`config.mk`:
```
export PLATFORM = sky130hd
export DESIGN_NAME = dql_fabric
export DESIGN_NICKNAME = d
export VERILOG_FILES = /design/src/rtl/dql_pkg.sv /design/src/rtl/dql_slot.sv /design/src/rtl/dql_node.sv /design/src/rtl/dql_home.sv /design/src/rtl/dql_xbar.sv /design/src/rtl/dql_fabric.sv
export SDC_FILE = /design/constraint.sdc
export NUM_CORES = 1
export LEC_CHECK = 0
export BUFFER_PORTS_ARGS = -buffer_cell sky130_fd_sc_hd__buf_2
export CORE_UTILIZATION = 35
export CTS_CLUSTER_DIAMETER = 60
export DETAILED_ROUTE_END_ITERATION = 8
export PLACE_DENSITY = 0.46
export SLEW_MARGIN = 30
export SYNTH_ARGS = -nofsm -noshare
export SYNTH_HDL_FRONTEND = slang
export SYNTH_SLANG_ARGS = --single-unit
```
`constraint.sdc`:
```
create_clock -name clk_i -period 5.8 [get_ports clk_i]
set_input_delay 0.29 -clock clk_i [delete_from_list [all_inputs] [get_ports clk_i]]
set_output_delay 0.29 -clock clk_i [all_outputs]
set_load 0.03 [all_outputs]
```
`src/rtl/dql_pkg.sv`:
```
package dql_pkg;
  typedef struct packed {
    logic own;    // token held here
    logic busy;   // processor in critical section
    logic pend;   // request outstanding
    logic nxt_v;  // successor recorded
  } slot_st_t;
endpackage

```
`src/rtl/dql_slot.sv`:
```
module dql_slot
  import dql_pkg::*;
#(
  parameter int NODE_W = 2
) (
  input  logic              clk_i,
  input  logic              rst_ni,
  input  logic              acq_i,
  input  logic              rel_i,
  input  logic              gnt_i,
  input  logic              fwd_v_i,
  input  logic [NODE_W-1:0] fwd_src_i,
  output logic              req_o,
  output logic              gnt_v_o,
  output logic [NODE_W-1:0] gnt_dst_o,
  output logic              granted_o,
  output logic              own_o
);
  slot_st_t st_q, st_d;
  logic [NODE_W-1:0] nxt_q, nxt_d;
  logic local_take;

  assign local_take = acq_i && st_q.own && !st_q.busy;
  assign req_o      = acq_i && !st_q.own;
  assign granted_o  = gnt_i || local_take;
  assign own_o      = st_q.own;

  always_comb begin
    st_d      = st_q;
    nxt_d     = nxt_q;
    gnt_v_o   = 1'b0;
    gnt_dst_o = nxt_q;
    if (gnt_i) begin
      st_d.own  = 1'b1;
      st_d.busy = 1'b1;
      st_d.pend = 1'b0;
    end
    if (local_take) st_d.busy = 1'b1;
    if (req_o) st_d.pend = 1'b1;
    if (rel_i && st_q.busy) begin
      st_d.busy = 1'b0;
      if (st_q.nxt_v) begin
        gnt_v_o    = 1'b1;
        st_d.own   = 1'b0;
        st_d.nxt_v = 1'b0;
      end else if (fwd_v_i) begin
        gnt_v_o   = 1'b1;
        gnt_dst_o = fwd_src_i;
        st_d.own  = 1'b0;
      end
    end else if (fwd_v_i) begin
      if (st_q.own && !st_q.busy && !acq_i) begin
        gnt_v_o   = 1'b1;
        gnt_dst_o = fwd_src_i;
        st_d.own  = 1'b0;
      end else begin
        st_d.nxt_v = 1'b1;
        nxt_d      = fwd_src_i;
      end
    end
  end

  always_ff @(posedge clk_i or negedge rst_ni) begin
    if (!rst_ni) begin
      st_q  <= '0;
      nxt_q <= '0;
    end else begin
      st_q  <= st_d;
      nxt_q <= nxt_d;
    end
  end

  AST_GRANT_TO_WAITER: assert property (@(posedge clk_i) disable iff (!rst_ni)
    gnt_i |-> st_q.pend);
  AST_ONE_NEXT: assert property (@(posedge clk_i) disable iff (!rst_ni)
    fwd_v_i |-> !st_q.nxt_v);
  AST_REL_HELD: assert property (@(posedge clk_i) disable iff (!rst_ni)
    rel_i |-> st_q.busy);
  AST_BUSY_OWNS: assert property (@(posedge clk_i) disable iff (!rst_ni)
    st_q.busy |-> st_q.own);
endmodule

```
`src/rtl/dql_node.sv`:
```
module dql_node #(
  parameter int N_LOCKS = 4,
  parameter int NODE_W  = 2,
  parameter int LOCK_W  = 2
) (
  input  logic                            clk_i,
  input  logic                            rst_ni,
  input  logic                            acq_i,
  input  logic                            rel_i,
  input  logic [LOCK_W-1:0]               lock_i,
  input  logic [N_LOCKS-1:0]              gnt_i,
  input  logic [N_LOCKS-1:0]              fwd_v_i,
  input  logic [N_LOCKS-1:0][NODE_W-1:0]  fwd_src_i,
  output logic                            req_v_o,
  output logic [LOCK_W-1:0]               req_lock_o,
  output logic [N_LOCKS-1:0]              gnt_v_o,
  output logic [N_LOCKS-1:0][NODE_W-1:0]  gnt_dst_o,
  output logic [N_LOCKS-1:0]              own_o,
  output logic                            granted_o
);
  logic [N_LOCKS-1:0] req_l, granted_l;
  logic granted_q;

  for (genvar l = 0; l < N_LOCKS; l++) begin : g_slot
    logic hit;
    assign hit = (lock_i == LOCK_W'(l));
    dql_slot #(.NODE_W(NODE_W)) u_slot (
      .clk_i     (clk_i),
      .rst_ni    (rst_ni),
      .acq_i     (acq_i && hit),
      .rel_i     (rel_i && hit),
      .gnt_i     (gnt_i[l]),
      .fwd_v_i   (fwd_v_i[l]),
      .fwd_src_i (fwd_src_i[l]),
      .req_o     (req_l[l]),
      .gnt_v_o   (gnt_v_o[l]),
      .gnt_dst_o (gnt_dst_o[l]),
      .granted_o (granted_l[l]),
      .own_o     (own_o[l])
    );
  end

  assign req_v_o    = |req_l;
  assign req_lock_o = lock_i;
  assign granted_o  = granted_q;

  always_ff @(posedge clk_i or negedge rst_ni) begin
    if (!rst_ni) granted_q <= 1'b0;
    else         granted_q <= |granted_l;
  end
endmodule

```
`src/rtl/dql_home.sv`:
```
module dql_home #(
  parameter int N_NODES = 4,
  parameter int N_LOCKS = 4,
  parameter int NODE_W  = 2,
  parameter int LOCK_W  = 2
) (
  input  logic                                         clk_i,
  input  logic                                         rst_ni,
  input  logic [N_NODES-1:0]                           req_v_i,
  input  logic [N_NODES-1:0][LOCK_W-1:0]               req_lock_i,
  output logic [N_NODES-1:0]                           grant_o,
  output logic [N_LOCKS-1:0][N_NODES-1:0]              fwd_v_o,
  output logic [N_LOCKS-1:0][N_NODES-1:0][NODE_W-1:0]  fwd_src_o
);
  logic [N_LOCKS-1:0]             free_q, free_d;
  logic [N_LOCKS-1:0][NODE_W-1:0] tail_q, tail_d;

  // requests ranked by node index within a cycle
  always_comb begin
    free_d    = free_q;
    tail_d    = tail_q;
    grant_o   = '0;
    fwd_v_o   = '0;
    fwd_src_o = '0;
    for (int i = 0; i < N_NODES; i++) begin
      if (req_v_i[i]) begin
        if (free_d[req_lock_i[i]]) begin
          grant_o[i]                 = 1'b1;
          free_d[req_lock_i[i]]      = 1'b0;
        end else begin
          fwd_v_o[req_lock_i[i]][tail_d[req_lock_i[i]]]   = 1'b1;
          fwd_src_o[req_lock_i[i]][tail_d[req_lock_i[i]]] = NODE_W'(i);
        end
        tail_d[req_lock_i[i]] = NODE_W'(i);
      end
    end
  end

  always_ff @(posedge clk_i or negedge rst_ni) begin
    if (!rst_ni) begin
      free_q <= '1;
      tail_q <= '0;
    end else begin
      free_q <= free_d;
      tail_q <= tail_d;
    end
  end

  for (genvar l = 0; l < N_LOCKS; l++) begin : g_chk
    AST_FREE_NEVER_RETURNS: assert property (@(posedge clk_i) disable iff (!rst_ni)
      !$rose(free_q[l]));
  end
endmodule

```
`src/rtl/dql_xbar.sv`:
```
module dql_xbar #(
  parameter int N_NODES = 4,
  parameter int N_LOCKS = 4,
  parameter int NODE_W  = 2,
  parameter int LOCK_W  = 2
) (
  input  logic                                         clk_i,
  input  logic                                         rst_ni,
  input  logic [N_NODES-1:0]                           nreq_v_i,
  input  logic [N_NODES-1:0][LOCK_W-1:0]               nreq_lock_i,
  input  logic [N_NODES-1:0]                           hgrant_i,
  input  logic [N_LOCKS-1:0][N_NODES-1:0]              hfwd_v_i,
  input  logic [N_LOCKS-1:0][N_NODES-1:0][NODE_W-1:0]  hfwd_src_i,
  input  logic [N_NODES-1:0][N_LOCKS-1:0]              ngnt_v_i,
  input  logic [N_NODES-1:0][N_LOCKS-1:0][NODE_W-1:0]  ngnt_dst_i,
  output logic [N_NODES-1:0]                           hreq_v_o,
  output logic [N_NODES-1:0][LOCK_W-1:0]               hreq_lock_o,
  output logic [N_NODES-1:0][N_LOCKS-1:0]              fwd_v_o,
  output logic [N_NODES-1:0][N_LOCKS-1:0][NODE_W-1:0]  fwd_src_o,
  output logic [N_NODES-1:0][N_LOCKS-1:0]              gnt_o,
  output logic                                         busy_o
);
  localparam int CNT_W = $clog2(N_NODES + 2);

  logic [N_NODES-1:0][N_LOCKS-1:0]             gnt_d;
  logic [N_NODES-1:0][N_LOCKS-1:0][CNT_W-1:0]  src_cnt;

  always_comb begin
    for (int d = 0; d < N_NODES; d++) begin
      for (int l = 0; l < N_LOCKS; l++) begin
        gnt_d[d][l]   = hgrant_i[d] && (hreq_lock_o[d] == LOCK_W'(l));
        src_cnt[d][l] = CNT_W'(gnt_d[d][l]);
        for (int s = 0; s < N_NODES; s++) begin
          if (ngnt_v_i[s][l] && ngnt_dst_i[s][l] == NODE_W'(d)) begin
            gnt_d[d][l]   = 1'b1;
            src_cnt[d][l] = src_cnt[d][l] + 1'b1;
          end
        end
      end
    end
  end

  always_ff @(posedge clk_i or negedge rst_ni) begin
    if (!rst_ni) begin
      hreq_v_o    <= '0;
      hreq_lock_o <= '0;
      fwd_v_o     <= '0;
      fwd_src_o   <= '0;
      gnt_o       <= '0;
    end else begin
      hreq_v_o    <= nreq_v_i;
      hreq_lock_o <= nreq_lock_i;
      gnt_o       <= gnt_d;
      for (int n = 0; n < N_NODES; n++) begin
        for (int l = 0; l < N_LOCKS; l++) begin
          fwd_v_o[n][l]   <= hfwd_v_i[l][n];
          fwd_src_o[n][l] <= hfwd_src_i[l][n];
        end
      end
    end
  end

  assign busy_o = (|hreq_v_o) || (|fwd_v_o) || (|gnt_o);

  for (genvar d = 0; d < N_NODES; d++) begin : g_d
    for (genvar l = 0; l < N_LOCKS; l++) begin : g_l
      AST_ONE_GRANT_SRC: assert property (@(posedge clk_i) disable iff (!rst_ni)
        src_cnt[d][l] <= CNT_W'(1));
    end
  end
endmodule

```
`src/rtl/dql_fabric.sv`:
```
module dql_fabric #(
  parameter int N_NODES = 4,
  parameter int N_LOCKS = 4,
  localparam int NODE_W = (N_NODES > 1) ? $clog2(N_NODES) : 1,
  localparam int LOCK_W = (N_LOCKS > 1) ? $clog2(N_LOCKS) : 1
) (
  input  logic                            clk_i,
  input  logic                            rst_ni,
  input  logic [N_NODES-1:0]              acq_i,
  input  logic [N_NODES-1:0]              rel_i,
  input  logic [N_NODES-1:0][LOCK_W-1:0]  lock_i,
  output logic [N_NODES-1:0]              granted_o,
  output logic                            net_busy_o
);
  logic [N_NODES-1:0]                           nreq_v, hreq_v, hgrant;
  logic [N_NODES-1:0][LOCK_W-1:0]               nreq_lock, hreq_lock;
  logic [N_LOCKS-1:0][N_NODES-1:0]              hfwd_v;
  logic [N_LOCKS-1:0][N_NODES-1:0][NODE_W-1:0]  hfwd_src;
  logic [N_NODES-1:0][N_LOCKS-1:0]              fwd_v, gnt, ngnt_v, own;
  logic [N_NODES-1:0][N_LOCKS-1:0][NODE_W-1:0]  fwd_src, ngnt_dst;

  for (genvar n = 0; n < N_NODES; n++) begin : g_node
    dql_node #(.N_LOCKS(N_LOCKS), .NODE_W(NODE_W), .LOCK_W(LOCK_W)) u_node (
      .clk_i      (clk_i),
      .rst_ni     (rst_ni),
      .acq_i      (acq_i[n]),
      .rel_i      (rel_i[n]),
      .lock_i     (lock_i[n]),
      .gnt_i      (gnt[n]),
      .fwd_v_i    (fwd_v[n]),
      .fwd_src_i  (fwd_src[n]),
      .req_v_o    (nreq_v[n]),
      .req_lock_o (nreq_lock[n]),
      .gnt_v_o    (ngnt_v[n]),
      .gnt_dst_o  (ngnt_dst[n]),
      .own_o      (own[n]),
      .granted_o  (granted_o[n])
    );
  end

  dql_home #(.N_NODES(N_NODES), .N_LOCKS(N_LOCKS), .NODE_W(NODE_W), .LOCK_W(LOCK_W)) u_home (
    .clk_i      (clk_i),
    .rst_ni     (rst_ni),
    .req_v_i    (hreq_v),
    .req_lock_i (hreq_lock),
    .grant_o    (hgrant),
    .fwd_v_o    (hfwd_v),
    .fwd_src_o  (hfwd_src)
  );

  dql_xbar #(.N_NODES(N_NODES), .N_LOCKS(N_LOCKS), .NODE_W(NODE_W), .LOCK_W(LOCK_W)) u_xbar (
    .clk_i       (clk_i),
    .rst_ni      (rst_ni),
    .nreq_v_i    (nreq_v),
    .nreq_lock_i (nreq_lock),
    .hgrant_i    (hgrant),
    .hfwd_v_i    (hfwd_v),
    .hfwd_src_i  (hfwd_src),
    .ngnt_v_i    (ngnt_v),
    .ngnt_dst_i  (ngnt_dst),
    .hreq_v_o    (hreq_v),
    .hreq_lock_o (hreq_lock),
    .fwd_v_o     (fwd_v),
    .fwd_src_o   (fwd_src),
    .gnt_o       (gnt),
    .busy_o      (net_busy_o)
  );

  for (genvar l = 0; l < N_LOCKS; l++) begin : g_own
    logic [N_NODES-1:0] owners;
    for (genvar n = 0; n < N_NODES; n++) begin : g_bit
      assign owners[n] = own[n][l];
    end
    AST_SINGLE_OWNER: assert property (@(posedge clk_i) disable iff (!rst_ni)
      $onehot0(owners));
  end
endmodule

```
### Word level (Yosys, flattened, before mapping)

Index checks and enable logic that the tools add are counted.

* output and inout port bits: 5
* bits of input ports: 18
* bits in registers: 172
* logic and storage cells: 1137

* multiplexer cells: 494
* reduce and logical (&&, ||, !) cells: 381
* equal/unequal tests: 88
* bitwise logic cells: 56
* $lt $le $gt $ge: 16

Operator list (count)
* 2-to-1 mux 1 bit: 324
* logical AND 1 bit: 216
* 2-to-1 mux 2 bit: 91
* 2-to-1 mux 32 bit: 5
* 2-to-1 mux 16 bit: 8
* == test 2 bit (second input constant): 48
* OR 16 bit: 4
* 2-to-1 mux 8 bit: 7
* demux 8 bit (select 2 bit): 3
* == test 2 x 1 -> 1 bit (second input constant): 24
* zero test 1 bit: 48
* zero test 2 bit: 24
* 2-to-1 mux 3 bit: 16
* 2-to-1 mux 4 bit: 12
* AND reduction 3 bit: 16
* nonzero test 3 bit: 16
* OR reduction 4 bit: 9
* demux 4 bit (select 2 bit): 4
* inequality test 2 bit (second input constant): 16
* NOT 1 bit: 32
* OR 32 bit: 1
* AND reduction 2 bit: 16
* nonzero test 2 bit: 16
* OR reduction 16 bit: 2
* other kinds (16): 77

### Longest topological paths before layout

* depth after elaboration: 25
* mapped depth: 8
* gate-level depth less buffers: 6

### By module

A second synthesis with hierarchy kept.

* cell total of the unflattened synthesis: 936
* area, all modules: 9675.5 µm²

Modules (own cells, without submodules)
* dql_slot: instances 16, cells an instance 24, area each 275.3 µm², seq. area each 125.1 µm²
* dql_xbar: instances 1, cells an instance 206, area each 2665.1 µm², seq. area each 1901.8 µm²
* dql_home: instances 1, cells an instance 294, area each 2135.8 µm², seq. area each 305.3 µm²
* dql_node: instances 4, cells an instance 13, area each 117.6 µm², seq. area each 25.0 µm²

### Worst setup path after synthesis

Ideal clock, no wire load.

* path kind: register -> register
* from: register u_xbar.hreq_lock_o[1] (netlist name)
* to: register u_xbar.fwd_v_o[7] (netlist name)
* arrival time: 2068 ps
* data required time: 5674 ps
* setup time: 126 ps
* slack: 3606 ps
* clock period less this slack: 2194 ps
* path buffers: 2
* stages on the path, launching flop included: 9
* cells stage by stage: dfrtp_1 buf_6 or3b_1 buf_6 a21oi_4 mux2i_2 mux2_4 a32o_2 a221o_1

RTL lines
* start, declared: line dql_xbar.sv:17 `output logic [N_NODES-1:0][LOCK_W-1:0] hreq_lock_o,`
* start signal, assigned: line dql_xbar.sv:52 `hreq_lock_o <= nreq_lock_i;`
* end signal, assigned by index: line dql_xbar.sv:56 `fwd_v_o[n][l] <= hfwd_v_i[l][n];`
* end, declared: line dql_xbar.sv:18 `output logic [N_NODES-1:0][N_LOCKS-1:0] fwd_v_o,`

==> impl_metrics.toml <==
[status]
status = "finished clean"

[setup_path]
path_cells = "xnor2_1, a31oi_1, a32oi_1, nor2_1, a211oi_1, o21ai_0"
slowest_stage = "a32oi_1"
worst-path-buf-inv = 0
crit_family = "compound AO/OA/AOI/OAI gates"
crit_path_max_incr_delay_ps = 680
worstSetupPathType = "register to register"
worstPathRequired_ps = 6080
worstPathArrival_ps = 3170
critPathCaptureType = "register"
critPathLaunchType = "register"
crit_fanout = 13

[clock_tree]
root_buffer = "clkbuf_16"
cts_tree = "built"
clock_sinks = 172
clockBufferDepth = 2
clock_latency_ps = 430
numCtsBuffers = 17
cts_setup_buffers = 0
htreeDepth = 4
clk_pin_slew_ps = 60

[route]
route.antenna.remaining_nets = 0
dr.first_iter.drc_count = 651
dr.pass1.iters = 5
wire_per_inst_um = 23.4
wl_um = 30800
via_count = 7647
remaining_drc_errors = 0
viasPerCell = 5.82

[global_routing]
grt_max_degree = 105
grt_antenna_before_repair = 0
gr-total-overflow = 0
first_global_vias = 7559
grtUsageTotal_pct = 23.7
grt_pass1_wl_um = 46800

[sta]
slew_headroom_pct = 41.7
maxSlewViolCount = 0
tns_ps = 0
setup_violations = 0
clock_skew_ps = 8.76
finalHoldViolCount = 0
max_freq_mhz = 346
fin_crit_ps = 2890
rsz0062_at_grt = "false"
worstMarginPinSlew_ps = 866
holdWs_ps = 101
min_period_over_period_pct = 49.8
fin_ws_ps = 2910

[synthesis]
postSynthAreaPerCell_um2 = 9.73
synth_top_area_share_pct = 45.2
synth-compound-area-share_pct = 18.3
synth_cells = 956
synth-edff-count = 0
synthSimpleGateAreaFrac_pct = 24.4
ys.flop_type = "dfrtp_1"
synth-adder-area-share_pct = 0
synth_top_family_by_area = "simple AND/OR/NAND/NOR gates"
yosysUniqueCellTypes = 81
seq_area_frac_synth_pct = 46.3
synth_nets = 974
synthXorXnorAreaFrac_pct = 0.0941
synthMuxAreaShare_pct = 7.76
synthesis.area_um2 = 9300
synth_area_leaders = "dfrtp_1 45%, nand2_1 3.8%, mux2_2 3.4%"
async_flop_share_pct = 100
synth_warnings = 0
yosys.area.top_type = "dfrtp_1"
synth.most_common_cell = "dfrtp_1"
ys_ff_latch = 172
ys_top_cells_by_count = "168 x dfrtp_1, 95 x nand2_1, 83 x nor2_1"

[floorplanning]
dieArea_um2 = 27200
fp.dieH_um = 165
rows = 59
dieWidth_um = 165
ios = 23
initial_utilization_pct = 35.7
core_um2 = 26100

[worst_hold_path]
hp-class = "input pin to register"

[power_and_ir_drop]
ir_drop_uv = 202
powerDensity_nw_per_um2 = 427
p_leak_nw = 4.29

[finish]
area_growth_pct = 10.8
drive_above_1_share_pct = 11.6
fin_nets = 983
fillers = 2614

[flow_run]
max_cap_viol_count = 0

[placed_design]
hpwl_um = 23600
port_buffers = 22
gp_congestion = 1.01
place_ws_ps = 3010
## flip-flops by register name, summed over array words and instances, names as in the netlist, 8 cells and up
name	cells
g_node.u_node.g_slot.u_slot.nxt_q	32
g_node.u_node.g_slot.u_slot.own_o	16
u_xbar.gnt_o	16
u_xbar.fwd_src_o	32
g_node.u_node.g_slot.u_slot.st_q	32
u_xbar.fwd_v_o	16
u_xbar.hreq_lock_o	8
u_home.tail_q	8
## metal layers
layer	routed length, um	part of all wire [%]	track usage (%)	up-vias
li1	-	-	-	3598
met1	14400	47	32.8	3796
met2	13900	45	36.6	199
met3	1350	4.4	3.87	54
met4	1090	3.6	9.63	0
met5	0	0	0	-
## cell families after synthesis
| kind of cell | after synthesis |
|---|---|
| DFF | 172 |
| xor gates and xnor gates | 1 |
| buffers and inverters | 65 |
| muxes | 59 |
| AOI/OAI and AO/OA | 246 |
| and+or+nand+nor | 413 |
## cells in the final DEF, fill, tap and decap left out, types with 13 or more instances in the layout
cell type,instances
nand2b_1,25
a21oi_1,59
nor2b_1,30
nand3_1,45
o21ai_0,47
nor2_1,83
buf_2,21
nand4_1,16
o22ai_1,13
dfrtp_1,168
nand2_1,95
nor3_1,13
clkbuf_16,17
nand3b_1,29
a31oi_1,14
inv_1,30
o22a_1,18
mux2i_1,22
mux2_2,28
## metrics by stage
stage	instance area [um^2]	instances	total power [mW]	utilization, %
floorplan	9300	956	2.71	-
global placement	9670	1279	3.21	37.1
detailed placement	9670	1279	3.20	37.1
CTS	10300	1311	4.41	39.4
global route	10300	1313	4.65	39.5
finish	10300	1314	4.40	39.6
## final cells by class
type / instances / area [um^2] / area share [%]
multi-input cells: 719 / 4700 / 45.6
flip-flops and latches: 172 / 4310 / 41.8
clock buffers: 24 / 462 / 4.48
well taps: 335 / 419 / 4.07
repair buffers: 25 / 168 / 1.63
clock inverters: 8 / 131 / 1.27
inverters: 30 / 113 / 1.09
diodes: 1 / 2.50 / 0.0243
## worst paths after layout
path	from	endpoint	slack [ps]	depth (start not counted)
worst max-delay path	u_xbar.hreq_lock_o[3]	u_xbar.fwd_v_o[15]	2910	6
worst min-delay path	lock_i[3]	u_xbar.hreq_lock_o[3]	100	1
worst max register to register	u_xbar.hreq_lock_o[3]	u_xbar.fwd_v_o[15]	2910	6
worst min register to register	u_xbar.fwd_src_o[28]	g_node[3].u_node.g_slot[2].u_slot.nxt_q[0]	510	1
max in group asynchronous	rst_ni	u_xbar.fwd_src_o[10]	4540	3
min in group asynchronous	rst_ni	g_node[2].u_node.g_slot[0].u_slot.own_o	300	2
## report_power, final
group / internal, mW / total (mW) / switching (mW)
combinational: 0.500 / 1.28 / 0.781
clock: 0.695 / 1.19 / 0.498
sequential: 1.53 / 1.93 / 0.396
total: 2.73 / 4.40 / 1.67
## what timing repair did
action | 4_1_cts | 5_1_grt
hold buffers | 0 | 1
endpoints found under the hold margin | 0 | 25
resized for setup | 0 | 0
No activity file was read; power rests on OpenSTA's default activity.
